===== config.mk =====
export PLATFORM = sky130hd
export DESIGN_NAME = carry_gen_top
export DESIGN_NICKNAME = d
export VERILOG_FILES = /design/src/rtl/cg_pkg.sv /design/src/rtl/cg_lookahead.sv /design/src/rtl/cg_group.sv /design/src/rtl/carry_gen32.sv /design/src/rtl/carry_gen_top.sv
export SDC_FILE = /design/constraint.sdc
export NUM_CORES = 1
export LEC_CHECK = 0
export ABC_AREA = 0
export CORE_MARGIN = 3
export CORE_UTILIZATION = 46
export CTS_CLUSTER_SIZE = 10
export DETAILED_ROUTE_END_ITERATION = 16
export PLACE_DENSITY = 0.86
export SKIP_CTS_REPAIR_TIMING = 1
export SYNTH_ARGS = -nofsm -noshare
export SYNTH_HDL_FRONTEND = slang
export SYNTH_SLANG_ARGS = --single-unit

===== constraint.sdc =====
create_clock -name clk -period 4.2 [get_ports clk]
set_input_delay 0.63 -clock clk [delete_from_list [all_inputs] [get_ports clk]]
set_output_delay 0.63 -clock clk [all_outputs]
set_load 0.005 [all_outputs]

===== src/rtl/cg_pkg.sv =====
package cg_pkg;
  // Default partitioning of the adder into lookahead groups
  parameter int unsigned CG_GROUP_W = 4;
  parameter int unsigned CG_GROUPS  = 8;

  // Majority of three bits: the carry rule for one bit position
  function automatic logic maj3(input logic x, input logic y, input logic z);
    return (x & y) | (x & z) | (y & z);
  endfunction
endpackage


===== src/rtl/cg_lookahead.sv =====
// Generic lookahead unit: from per-position generate/propagate and a carry-in,
// forms the carry into every position as flat sum-of-products (no ripple),
// plus the block generate/propagate that do not depend on the carry-in.
module cg_lookahead #(
  parameter int unsigned W = 4
) (
  input  logic [W-1:0] gen,
  input  logic [W-1:0] prop,
  input  logic         cin,
  output logic [W-1:0] cvec,
  output logic         blk_gen,
  output logic         blk_prop
);

  always_comb begin
    for (int j = 0; j < W; j++) begin
      logic acc;
      logic term;
      term = cin;
      for (int k = 0; k < j; k++) term = term & prop[k];
      acc = term;
      for (int k = 0; k < j; k++) begin
        logic t;
        t = gen[k];
        for (int m = k + 1; m < j; m++) t = t & prop[m];
        acc = acc | t;
      end
      cvec[j] = acc;
    end
  end

  always_comb begin
    logic acc;
    acc = 1'b0;
    for (int k = 0; k < W; k++) begin
      logic t;
      t = gen[k];
      for (int m = k + 1; m < W; m++) t = t & prop[m];
      acc = acc | t;
    end
    blk_gen  = acc;
    blk_prop = &prop;
  end

endmodule


===== src/rtl/cg_group.sv =====
// First-level group: bit generate/propagate, group G/P, and bit carries
// expanded from the group carry-in supplied by the second level.
module cg_group #(
  parameter int unsigned GW = 4
) (
  input  logic [GW-1:0] a,
  input  logic [GW-1:0] b,
  input  logic          grp_cin,
  output logic [GW-1:0] bit_carry,
  output logic          grp_gen,
  output logic          grp_prop
);

  logic [GW-1:0] bit_gen;
  logic [GW-1:0] bit_prop;

  assign bit_gen  = a & b;
  assign bit_prop = a ^ b;

  cg_lookahead #(.W(GW)) la_i (
    .gen      (bit_gen),
    .prop     (bit_prop),
    .cin      (grp_cin),
    .cvec     (bit_carry),
    .blk_gen  (grp_gen),
    .blk_prop (grp_prop)
  );

endmodule


===== src/rtl/carry_gen32.sv =====
// Combinational two-level carry generator.
module carry_gen32
  import cg_pkg::*;
#(
  parameter int unsigned GROUP_W = CG_GROUP_W,
  parameter int unsigned GROUPS  = CG_GROUPS
) (
  input  logic [GROUP_W*GROUPS-1:0] a,
  input  logic [GROUP_W*GROUPS-1:0] b,
  input  logic                      cin,
  output logic [GROUP_W*GROUPS-1:0] carries,
  output logic                      cout
);

  logic [GROUPS-1:0] grp_gen;
  logic [GROUPS-1:0] grp_prop;
  logic [GROUPS-1:0] grp_cin;
  logic              top_gen;
  logic              top_prop;

  for (genvar gi = 0; gi < GROUPS; gi++) begin : g_grp
    cg_group #(.GW(GROUP_W)) grp_i (
      .a         (a[gi*GROUP_W +: GROUP_W]),
      .b         (b[gi*GROUP_W +: GROUP_W]),
      .grp_cin   (grp_cin[gi]),
      .bit_carry (carries[gi*GROUP_W +: GROUP_W]),
      .grp_gen   (grp_gen[gi]),
      .grp_prop  (grp_prop[gi])
    );
  end

  // Second level: group carry-ins from group G/P and the external carry-in
  cg_lookahead #(.W(GROUPS)) lvl2_i (
    .gen      (grp_gen),
    .prop     (grp_prop),
    .cin      (cin),
    .cvec     (grp_cin),
    .blk_gen  (top_gen),
    .blk_prop (top_prop)
  );

  assign cout = top_gen | (top_prop & cin);

endmodule


===== src/rtl/carry_gen_top.sv =====
// Registered check wrapper: samples operands, presents carries and the
// sum formed by XOR of operands and carries.
module carry_gen_top
  import cg_pkg::*;
#(
  parameter int unsigned GROUP_W = CG_GROUP_W,
  parameter int unsigned GROUPS  = CG_GROUPS
) (
  input  logic                      clk,
  input  logic                      rst,
  input  logic [GROUP_W*GROUPS-1:0] op_a,
  input  logic [GROUP_W*GROUPS-1:0] op_b,
  input  logic                      carry_in,
  output logic [GROUP_W*GROUPS-1:0] carries_q,
  output logic                      carry_out_q,
  output logic [GROUP_W*GROUPS-1:0] sum_q
);

  localparam int unsigned W = GROUP_W * GROUPS;

  logic [W-1:0] carries_c;
  logic         cout_c;
  logic         primed_q;

  carry_gen32 #(.GROUP_W(GROUP_W), .GROUPS(GROUPS)) core_i (
    .a       (op_a),
    .b       (op_b),
    .cin     (carry_in),
    .carries (carries_c),
    .cout    (cout_c)
  );

  always_ff @(posedge clk) begin
    if (rst) begin
      carries_q   <= '0;
      carry_out_q <= 1'b0;
      sum_q       <= '0;
      primed_q    <= 1'b0;
    end else begin
      carries_q   <= carries_c;
      carry_out_q <= cout_c;
      sum_q       <= op_a ^ op_b ^ carries_c;
      primed_q    <= 1'b1;
    end
  end

  AST_SUM_MATCH: assert property (@(posedge clk) disable iff (rst)
    primed_q |-> (sum_q == W'($past(op_a) + $past(op_b) + W'($past(carry_in)))));

  AST_COUT_MATCH: assert property (@(posedge clk) disable iff (rst)
    primed_q |-> (carry_out_q == (({1'b0, $past(op_a)} + {1'b0, $past(op_b)}
                                   + {{W{1'b0}}, $past(carry_in)}) >> W)));

  AST_C0_IS_CIN: assert property (@(posedge clk) disable iff (rst)
    primed_q |-> (carries_q[0] == $past(carry_in)));

  AST_CARRY_CHAIN: assert property (@(posedge clk) disable iff (rst)
    primed_q |-> (carries_q[W-1:1] ==
      (($past(op_a[W-2:0]) & $past(op_b[W-2:0])) |
       (($past(op_a[W-2:0]) ^ $past(op_b[W-2:0])) & carries_q[W-2:0]))));

  AST_COUT_TOP_BIT: assert property (@(posedge clk) disable iff (rst)
    primed_q |-> (carry_out_q == maj3($past(op_a[W-1]), $past(op_b[W-1]), carries_q[W-1])));

  AST_SUM_XOR: assert property (@(posedge clk) disable iff (rst)
    primed_q |-> (sum_q == ($past(op_a) ^ $past(op_b) ^ carries_q)));

  AST_RESET_CLEARS: assert property (@(posedge clk) disable iff (rst)
    !primed_q |-> (sum_q == '0 && carries_q == '0 && !carry_out_q));

endmodule


Word level (Yosys, flattened, before mapping)
Cells that the tools add are included.
{"block": "totals", "out_inout_bits": 65, "reg_bits": 65, "inputBits": 67}
{"block": "op_classes", "n_bitwise": 234, "n_reduce_logical": 9}
{"cell": "1-bit AND", "count": 108}
{"cell": "1-bit OR", "count": 108}
{"cell": "32-bit bitwise XOR", "count": 2}
{"cell": "4-bit AND", "count": 8}
{"cell": "32-bit AND reduction", "count": 1}
{"cell": "4-bit AND reduction", "count": 8}
{"cell": "4-bit bitwise XOR", "count": 8}

Longest topological paths before layout
Gate-level depths: netlist (run 1).
{"block": "logic_depth", "word_depth": 27, "mapped_depth": 12, "depth_no_buf": 12}

Hierarchy
From an unflattened synthesis (run 1), not the netlist that was laid out.
{"block": "unflattened", "hier_cells": 329, "area_unflattened_um2": 3493.4}
{"mod": "carry_gen_top", "cells_each": 169, "area_each_um2": 2386.0, "instances": 1, "seq_area_each_um2": 1301.2}
{"mod": "cg_lookahead at core_i.g_grp[0].grp_i.la_i ...", "cells_each": 13, "area_each_um2": 67.6, "instances": 8, "seq_area_each_um2": 0.0}
{"mod": "cg_group", "cells_each": 4, "area_each_um2": 50.0, "instances": 8, "seq_area_each_um2": 0.0}
{"mod": "cg_lookahead at core_i.lvl2_i", "cells_each": 23, "area_each_um2": 158.9, "instances": 1, "seq_area_each_um2": 0.0}
{"mod": "carry_gen32", "cells_each": 1, "area_each_um2": 7.5, "instances": 1, "seq_area_each_um2": 0.0}

Worst setup path before layout (run 1)
OpenSTA, ideal clock, no wires.
{"block": "synth_timing", "path_type": "in2reg", "startpoint": "in op_a[1]", "endpoint": "reg sum_q[27]", "n_path_buf": 0, "arrival_time_ns": 2.745, "setup_slack_ns": 1.328, "setup_time_ns": 0.128, "cell_stages": 12, "cell_sequence": "ha_1 -> a21o_1 -> a221oi_2 -> nand2_1 -> a21oi_2 -> nand2_1 -> ha_1 -> o21ai_0 -> nand2b_1 -> a21oi_1 -> xor2_1 -> nor2_1"}
{"block": "synth_between", "elab_chain_len": 25}
{"element": "start: declaration", "line_no": "carry_gen_top.sv:11", "source": "input logic [GROUP_W*GROUPS-1:0] op_a,"}
{"element": "4-bit bitwise XOR", "line_no": "cg_group.sv:18", "source": "assign bit_prop = a ^ b;"}
{"element": "1-bit AND (3 in a row)", "line_no": "cg_lookahead.sv:38", "source": "for (int m = k + 1; m < W; m++) t = t & prop[m];"}
{"element": "1-bit OR (3 in a row)", "line_no": "cg_lookahead.sv:39", "source": "acc = acc | t;"}
{"element": "1-bit AND (5 in a row)", "line_no": "cg_lookahead.sv:25", "source": "for (int m = k + 1; m < j; m++) t = t & prop[m];"}
{"element": "1-bit OR * (6 in a row)", "line_no": "cg_lookahead.sv:26", "source": "acc = acc | t;"}
{"element": "via carries_c[24]", "line_no": "carry_gen_top.sv:21", "source": "logic [W-1:0] carries_c;"}
{"element": "1-bit AND * (3 in a row)", "line_no": "cg_lookahead.sv:20", "source": "for (int k = 0; k < j; k++) term = term & prop[k];"}
{"element": "1-bit OR * (3 in a row)", "line_no": "cg_lookahead.sv:26"}
{"element": "32-bit bitwise XOR *", "line_no": "carry_gen_top.sv:42", "source": "sum_q <= op_a ^ op_b ^ carries_c;"}
{"element": "end signal: assignment", "line_no": "carry_gen_top.sv:42"}
{"element": "end: declaration", "line_no": "carry_gen_top.sv:16", "source": "output logic [GROUP_W*GROUPS-1:0] sum_q"}
The timed path passes the listed nets; every way through them passes the cells marked *.
A chain may end at the register's enable or synchronous reset.

Final worst setup path (run 1)
{"block": "layout_timing", "startpoint": "in op_a[1]", "endpoint": "reg sum_q[15]"}
{"block": "layout_between", "elab_chain_len": 19}
{"element": "4-bit bitwise XOR", "line_no": "cg_group.sv:18"}
{"element": "1-bit AND (3 in a row)", "line_no": "cg_lookahead.sv:38"}
{"element": "1-bit OR (3 in a row)", "line_no": "cg_lookahead.sv:39"}
{"element": "1-bit AND (2 in a row)", "line_no": "cg_lookahead.sv:25"}
{"element": "1-bit OR * (3 in a row)", "line_no": "cg_lookahead.sv:26"}
{"element": "via carries_c[12]", "line_no": "carry_gen_top.sv:21"}
{"element": "1-bit AND * (3 in a row)", "line_no": "cg_lookahead.sv:20"}
{"element": "1-bit OR * (3 in a row)", "line_no": "cg_lookahead.sv:26"}
{"element": "32-bit bitwise XOR *", "line_no": "carry_gen_top.sv:42"}
Marked as above.

==> results of run 1 <==
## flip-flops by register name, summed over array words and instances (netlist names)
| register | count |
|---|---|
| sum_q | 32 |
| carries_q | 32 |
| carry_out_q | 1 |
## per-layer routing
layer | up-vias | part of all wire (%)
met5 | - | 0
met4 | 0 | 2.2
met1 | 1178 | 40
met2 | 87 | 51
met3 | 16 | 7.3
li1 | 1317 | -
## worst max path at each step
stage,to,cells past startpoint,slack (ps)
4_1_cts,sum_q[15],13,900
3_5_place_dp,sum_q[27],13,560
6_report,sum_q[15],13,890
3_3_place_gp,sum_q[31],13,670
5_1_grt,sum_q[27],13,580
2_1_floorplan,sum_q[27],12,1330
## cell type report
type | instances | area, sq um
Clock inverter | 3 | 40.0
Multi-Input combinational cell | 230 | 1740
Inverter | 5 | 18.8
Timing Repair Buffer | 131 | 1310
Sequential cell | 65 | 1300
Clock buffer | 13 | 149
Fill cell | 473 | 1770
Tap cell | 77 | 96.3
## where the power goes
part,internal [mW],switching (mW)
Combinational,0.275,0.191
Clock,0.290,0.228
Sequential,0.686,0.0168
Total,1.25,0.436
## layout by cell type (no fill, tap or decap), types with 2 or more instances in the layout
master / Yosys / final
a21oi_1: 28 / 28
nor2b_1: 22 / 22
nor2_1: 40 / 40
dfxtp_1: 65 / 65
and3_2: 2 / 2
clkbuf_8: 0 / 10
xor2_1: 9 / 9
inv_1: 5 / 5
nand2_1: 16 / 16
a311oi_2: 2 / 2
clkbuf_1: 6 / 3
ha_1: 40 / 40
and4_1: 2 / 2
fa_1: 8 / 8
nand2b_1: 7 / 7
o21ai_0: 12 / 12
xnor2_1: 15 / 15
nor3_1: 2 / 2
nand4_1: 7 / 7
o21a_1: 3 / 3
clkdlybuf4s50_1: 0 / 130
clkinv_2: 0 / 2
## cell families (layout without fill, tap and decap cells)
| kind of cell | Yosys count | after routing | share of synthesized area, % |
|---|---|---|---|
| AND/OR/NAND/NOR | 101 | 101 | 16.3 |
| XOR/XNOR | 24 | 24 | 6.82 |
| flip-flops | 65 | 65 | 42.2 |
| adder cells (fa/ha/maj) | 48 | 48 | 21.4 |
| AO/OA/AOI/OAI | 57 | 57 | 11.8 |
| buffers and inverters | 12 | 152 | 1.46 |
## synthesized netlist by cell type
cell,n,area [sq um]
clkbuf_1,6,22.5
a21o_1,1,7.51
xor2_1,9,78.8
a21o_2,1,8.76
ha_1,40,500
a311oi_2,2,30.0
and4_1,2,17.5
a21oi_1,28,140
and2_1,1,6.26
and3_2,2,15.0
or3_1,1,6.26
nor3_1,2,10.0
a31oi_1,1,6.26
fa_1,8,160
buf_1,1,3.75
nor2b_1,22,138
o21bai_2,1,11.3
o21ai_0,12,60.1
inv_1,5,18.8
xnor2_1,15,131
o21a_1,3,22.5
dfxtp_1,65,1300
o21bai_1,1,7.51
a41o_1,1,10.0
o21ba_2,1,10.0
nor4_2,1,12.5
a21oi_2,1,8.76
o31ai_1,1,7.51
a221oi_2,1,15.0
nand4_1,7,43.8
nor2_1,40,150
nand2_1,16,60.1
o21ai_1,1,5.00
a31oi_2,1,12.5
nand2b_1,7,43.8
==> metrics.md, run 1 <==
| Metric | Value |
|---|---|
| Status | finished clean |
| Cells after DPL | 508 |
| Final GP Congestion | 0.807 |
| First-pass GRT wire length | 11800 microns |
| WP data arrival | 3480 ps |
| Sequential share of the synthesized area | 42.2% |
| Slew Limit Fails | 0 |
| Final setup viols | 0 |
| Share of layout cells above drive strength 1 | 5.59% |
| Mapped Cells | 307 |
| Avg Inst Size Synth | 10.0 sq um |
| Synth-to-layout area growth | 50.8% |
| #FFs+latches synth | 65 |
| Std-Cell Rows | 29 |
| Max stage delay on crit path | 410 ps |
| Antenna diode count | 0 |
| Pre-Repair DR Iteration Count | 4 |
| H-tree depth | 3 |
| Die W | 87.9 microns |
| Clock Tree Root | clkbuf_8 |
| Worst slew margin | 21.7% |
| Inserted Clock Buffers | 9 |
| Net Count, Synth | 422 |
| Drt total wl | 7260 microns |
| Starting Density | 48.0% |
| Worst-margin pin slew | 1170 ps |
| Via-to-Cell Ratio | 4.96 |
| Total global routing overflow | 0 |
| Io pins | 132 |
| GRT Total Usage | 19.6% |
| Antenna-violating nets left | 0 |
| LEAKAGE | 1.93 nW |
| Vias in the first global route | 2625 |
| Routed vias | 2598 |
| Max FO, Critical Path | 4 |
| Pre-CTS WS | 561 ps |
| Initial antenna violation count | 0 |
| Post-layout min period | 3310 ps |
| Hold WS | 969 ps |
| Tcrit/Tclk final | 78.9% |
| Met1 Track Usage GR | 20.5% |
| Achievable frequency | 302 MHz |
| Max-Cap Viols | 0 |
| Crit path max-delay family | compound AO/OA/AOI/OAI gates |
| Met2 usage | 36.4% |
| GR peak layer | met2 |
| Clock sinks | 65 |
| WHS Path Cells | 3 |
| CTS tree | done |
| CP required | 4370 ps |
| Setup ws final | 887 ps |
| Pwr Density | 363 nW/um^2 |
| DRC violations left | 0 |
| Core ar. | 6420 sq um |
| Hold crit path type | primary input to flop |
| Post-DR wirelength/cell | 13.9 microns |
| I/O Buffers | 131 |
| Pin count of the biggest net entering global routing | 66 |
| Met3 usage | 5.64% |
| Critical path class | primary input to flop |
| Setup crit start kind | primary input |
| Net count, final | 557 |
| First DRT Iteration DRCs | 74 |
| Sequence of cells on the critical path | clkdlybuf4s50_1, ha_1, a21o_1, a221oi_2, a21oi_1, o21ai_0, nand2_1, ha_1, o21ai_0, nand2b_1, a21oi_1, xor2_1, nor2_1 |
| Total power | 1.69 mW |
| Worst Hold Launch | carry_in |
| Setup TNS Final | 0 ps |
| Clock-pin slew on the worst setup and hold paths | 70 ps |
| Full die area | 7720 sq um |
| Max IR drop VDD | 202 uV |
| Synth warn | 0 |
| Placed Instance Area | 4460 sq um |
| Final Hold Fails | 0 |
| Yosys cell types | 35 |
| Critical path startpoint | op_a[1] |
| Crit path buffers/inverters | 1 |
| Worst setup EP type | flop |
| Cell area after layout | 4650 sq um |
| CP max stage cell | clkdlybuf4s50_1 |
| CTS max path bufs | 2 |
| Layout Utilization | 72.4% |
| Mapped Area | 3080 sq um |
| Hpwl dp | 5810 microns |
| RSZ-0062 raised after global routing | no |
| DIE HEIGHT | 87.9 microns |
| Hold endpoint | carries_q[0] |
| Final cell count without fillers | 524 |
Note: power is estimated with default switching activity, not from simulation.
==> run 2: changes to the inputs <==
Settings changed: CORE_UTILIZATION 46 to 38, PLACE_DENSITY 0.86 to 0.76.
Clock period 4.2 ns to 2.76 ns, I/O delays scaled along.
==> metrics.md, run 2 (synthesis gave the netlist of run 1 again) <==
| Metric | Value |
|---|---|
| Hold crit path type | primary input to flop |
| Pre-Repair DR Iteration Count | 6 |
| Max stage delay on crit path | 450 ps |
| Final Hold Fails | 0 |
| Routed vias | 2917 |
| Biggest regs | carries_q x32, sum_q x32, carry_out_q x1 |
| Tcrit/Tclk final | 97.6% |
| First DRT Iteration DRCs | 49 |
| Pre-CTS WS | -514 ps |
| Vias in the first global route | 2854 |
| CP required | 2950 ps |
| WP data arrival | 2880 ps |
| Full die area | 9230 sq um |
| CP max stage cell | clkdlybuf4s50_1 |
| Leading cell type in the layout, fill and taps excluded | clkdlybuf4s50_1 |
| CTS tree | done |
| Antenna-violating nets left | 0 |
| Final setup viols | 0 |
| Net count, final | 625 |
| Die W | 96.1 microns |
| Register share of total power | 38.7% |
| Clock sinks | 65 |
| I/O Buffers | 131 |
| Max IR drop VDD | 329 uV |
| Critical path class | primary input to flop |
| Via-to-Cell Ratio | 4.73 |
| Cell mode on critical path | a31oi_4 |
| Achievable frequency | 371 MHz |
| Total power | 2.77 mW |
| Placed Instance Area | 4960 sq um |
| Synth-to-layout area growth | 78.4% |
| Pint | 2.04 mW |
| Worst slew margin | 55.3% |
| Max-Cap Viols | 0 |
| Most frequent cells in the layout | clkdlybuf4s50_1, buf_4, dfxtp_1 |
| Multi-input logic area | 2000 sq um |
| Clock-pin slew on the worst setup and hold paths | 70 ps |
| Post-layout min period | 2690 ps |
| Pwr Density | 504 nW/um^2 |
| Psw | 0.734 mW |
| GRT Total Usage | 17.8% |
| Switching share of total power | 26.5% |
| Comb pwr share | 32.7% |
| Std-Cell Rows | 32 |
| Post-DR wirelength/cell | 13.7 microns |
| Hpwl dp | 6350 microns |
| Share of layout cells above drive strength 1 | 25.0% |
| Total global routing overflow | 0 |
| Register area | 1300 sq um |
| DRC violations left | 0 |
| Core ar. | 7810 sq um |
| Worst-margin pin slew | 671 ps |
| Fillers | 621 |
| First-pass GRT wire length | 12800 microns |
| Antenna diode count | 0 |
| Layout Utilization | 70.4% |
| Status | finished clean |
| Worst setup EP type | flop |
| Drt total wl | 8470 microns |
| Hold endpoint | sum_q[0] |
| Max FO, Critical Path | 5 |
| Pin count of the biggest net entering global routing | 66 |
| DIE HEIGHT | 96.1 microns |
| LEAKAGE | 2.41 nW |
| Initial antenna violation count | 0 |
| Io pins | 132 |
| Clock Tree Root | clkbuf_8 |
| Setup ws final | 65.3 ps |
| Starting Density | 39.5% |
| Setup crit start kind | primary input |
| WHS Path Cells | 4 |
| CTS max path bufs | 2 |
| Slew Limit Fails | 0 |
| H-tree depth | 3 |
| Inserted Clock Buffers | 9 |
| Clock network power share | 28.6% |
| Cell area after layout | 5500 sq um |
| Sequence of cells on the critical path | clkdlybuf4s50_1, ha_4, nand4_1, or3_4, a31oi_4, nor2_4, a31oi_4, buf_4, fa_1, nor2b_1 |
| Worst Hold Launch | op_b[0] |
| Final GP Congestion | 0.889 |
## run 2: cell types whose count changed in the layout (fill, tap and decap cells not counted), moves of 5 or more
cell	delta
a21oi_2	+7
ha_4	+11
dlymetal6s2s_1	+15
o21ai_0	-5
buf_4	+68
a21oi_1	-8
ha_1	-13
clkdlybuf4s50_1	-15
## run 2: area by class of cell
| type | instances | share of cell area, % |
|---|---|---|
| clock buffers | 11 | 2.57 |
| clock inverters | 5 | 1.00 |
| inverters | 5 | 0.341 |
| multi-input cells | 230 | 36.4 |
| flip-flops and latches | 65 | 23.7 |
| well taps | 102 | 2.32 |
| repair buffers | 199 | 33.7 |
## run 2: layer usage
layer,global-route usage (%),vias up,share of wire (%)
li1,-,1450,-
met1,20.0,1354,38
met2,31.5,95,52
met3,5.32,18,6.8
met4,6.52,0,2.4
met5,0,-,0
## run 2: critical path: cells and delay by family
kind                       cells  cell delay [ps]
adders and majority gates      2              690
AOI/OAI and AO/OA              2              430
and+or+nand+nor                4              760
buffers and inverters          2              590
## run 2: metrics by stage
step | TNS, ps | hold slack (ps) | cells
finish | 0 | 537 | 617
global placement | -13140 | 1030 | 596
global route | -225 | 556 | 617
CTS | -1930 | 687 | 612
floorplan | 0 | 565 | 307
detailed placement | -14620 | 1040 | 596
## run 2: power groups by stage
stage | Combinational [mW] | Clock [mW] | Sequential, mW
2_1_floorplan | 0.317 | 0 | 1.11
3_3_place_gp | 0.814 | 0 | 1.09
3_5_place_dp | 0.834 | 0 | 1.09
4_1_cts | 0.840 | 0.819 | 1.07
5_1_grt | 1.00 | 0.856 | 1.08
6_report | 0.907 | 0.793 | 1.07
## run 2: how the worst max path moves through the flow
stage / from / endpoint / depth (start not counted)
5_1_grt: op_a[7] / sum_q[23] / 13
2_1_floorplan: op_a[1] / sum_q[27] / 12
3_3_place_gp: op_a[1] / sum_q[15] / 13
3_5_place_dp: op_a[10] / sum_q[28] / 10
6_report: op_b[14] / sum_q[28] / 10
4_1_cts: op_a[3] / sum_q[15] / 13
==> run 3: changes to the inputs <==
Settings changed: CAP_MARGIN set to 10.
==> results of run 3 <==
Final layout, timing and power as in run 2 (identical DEF).
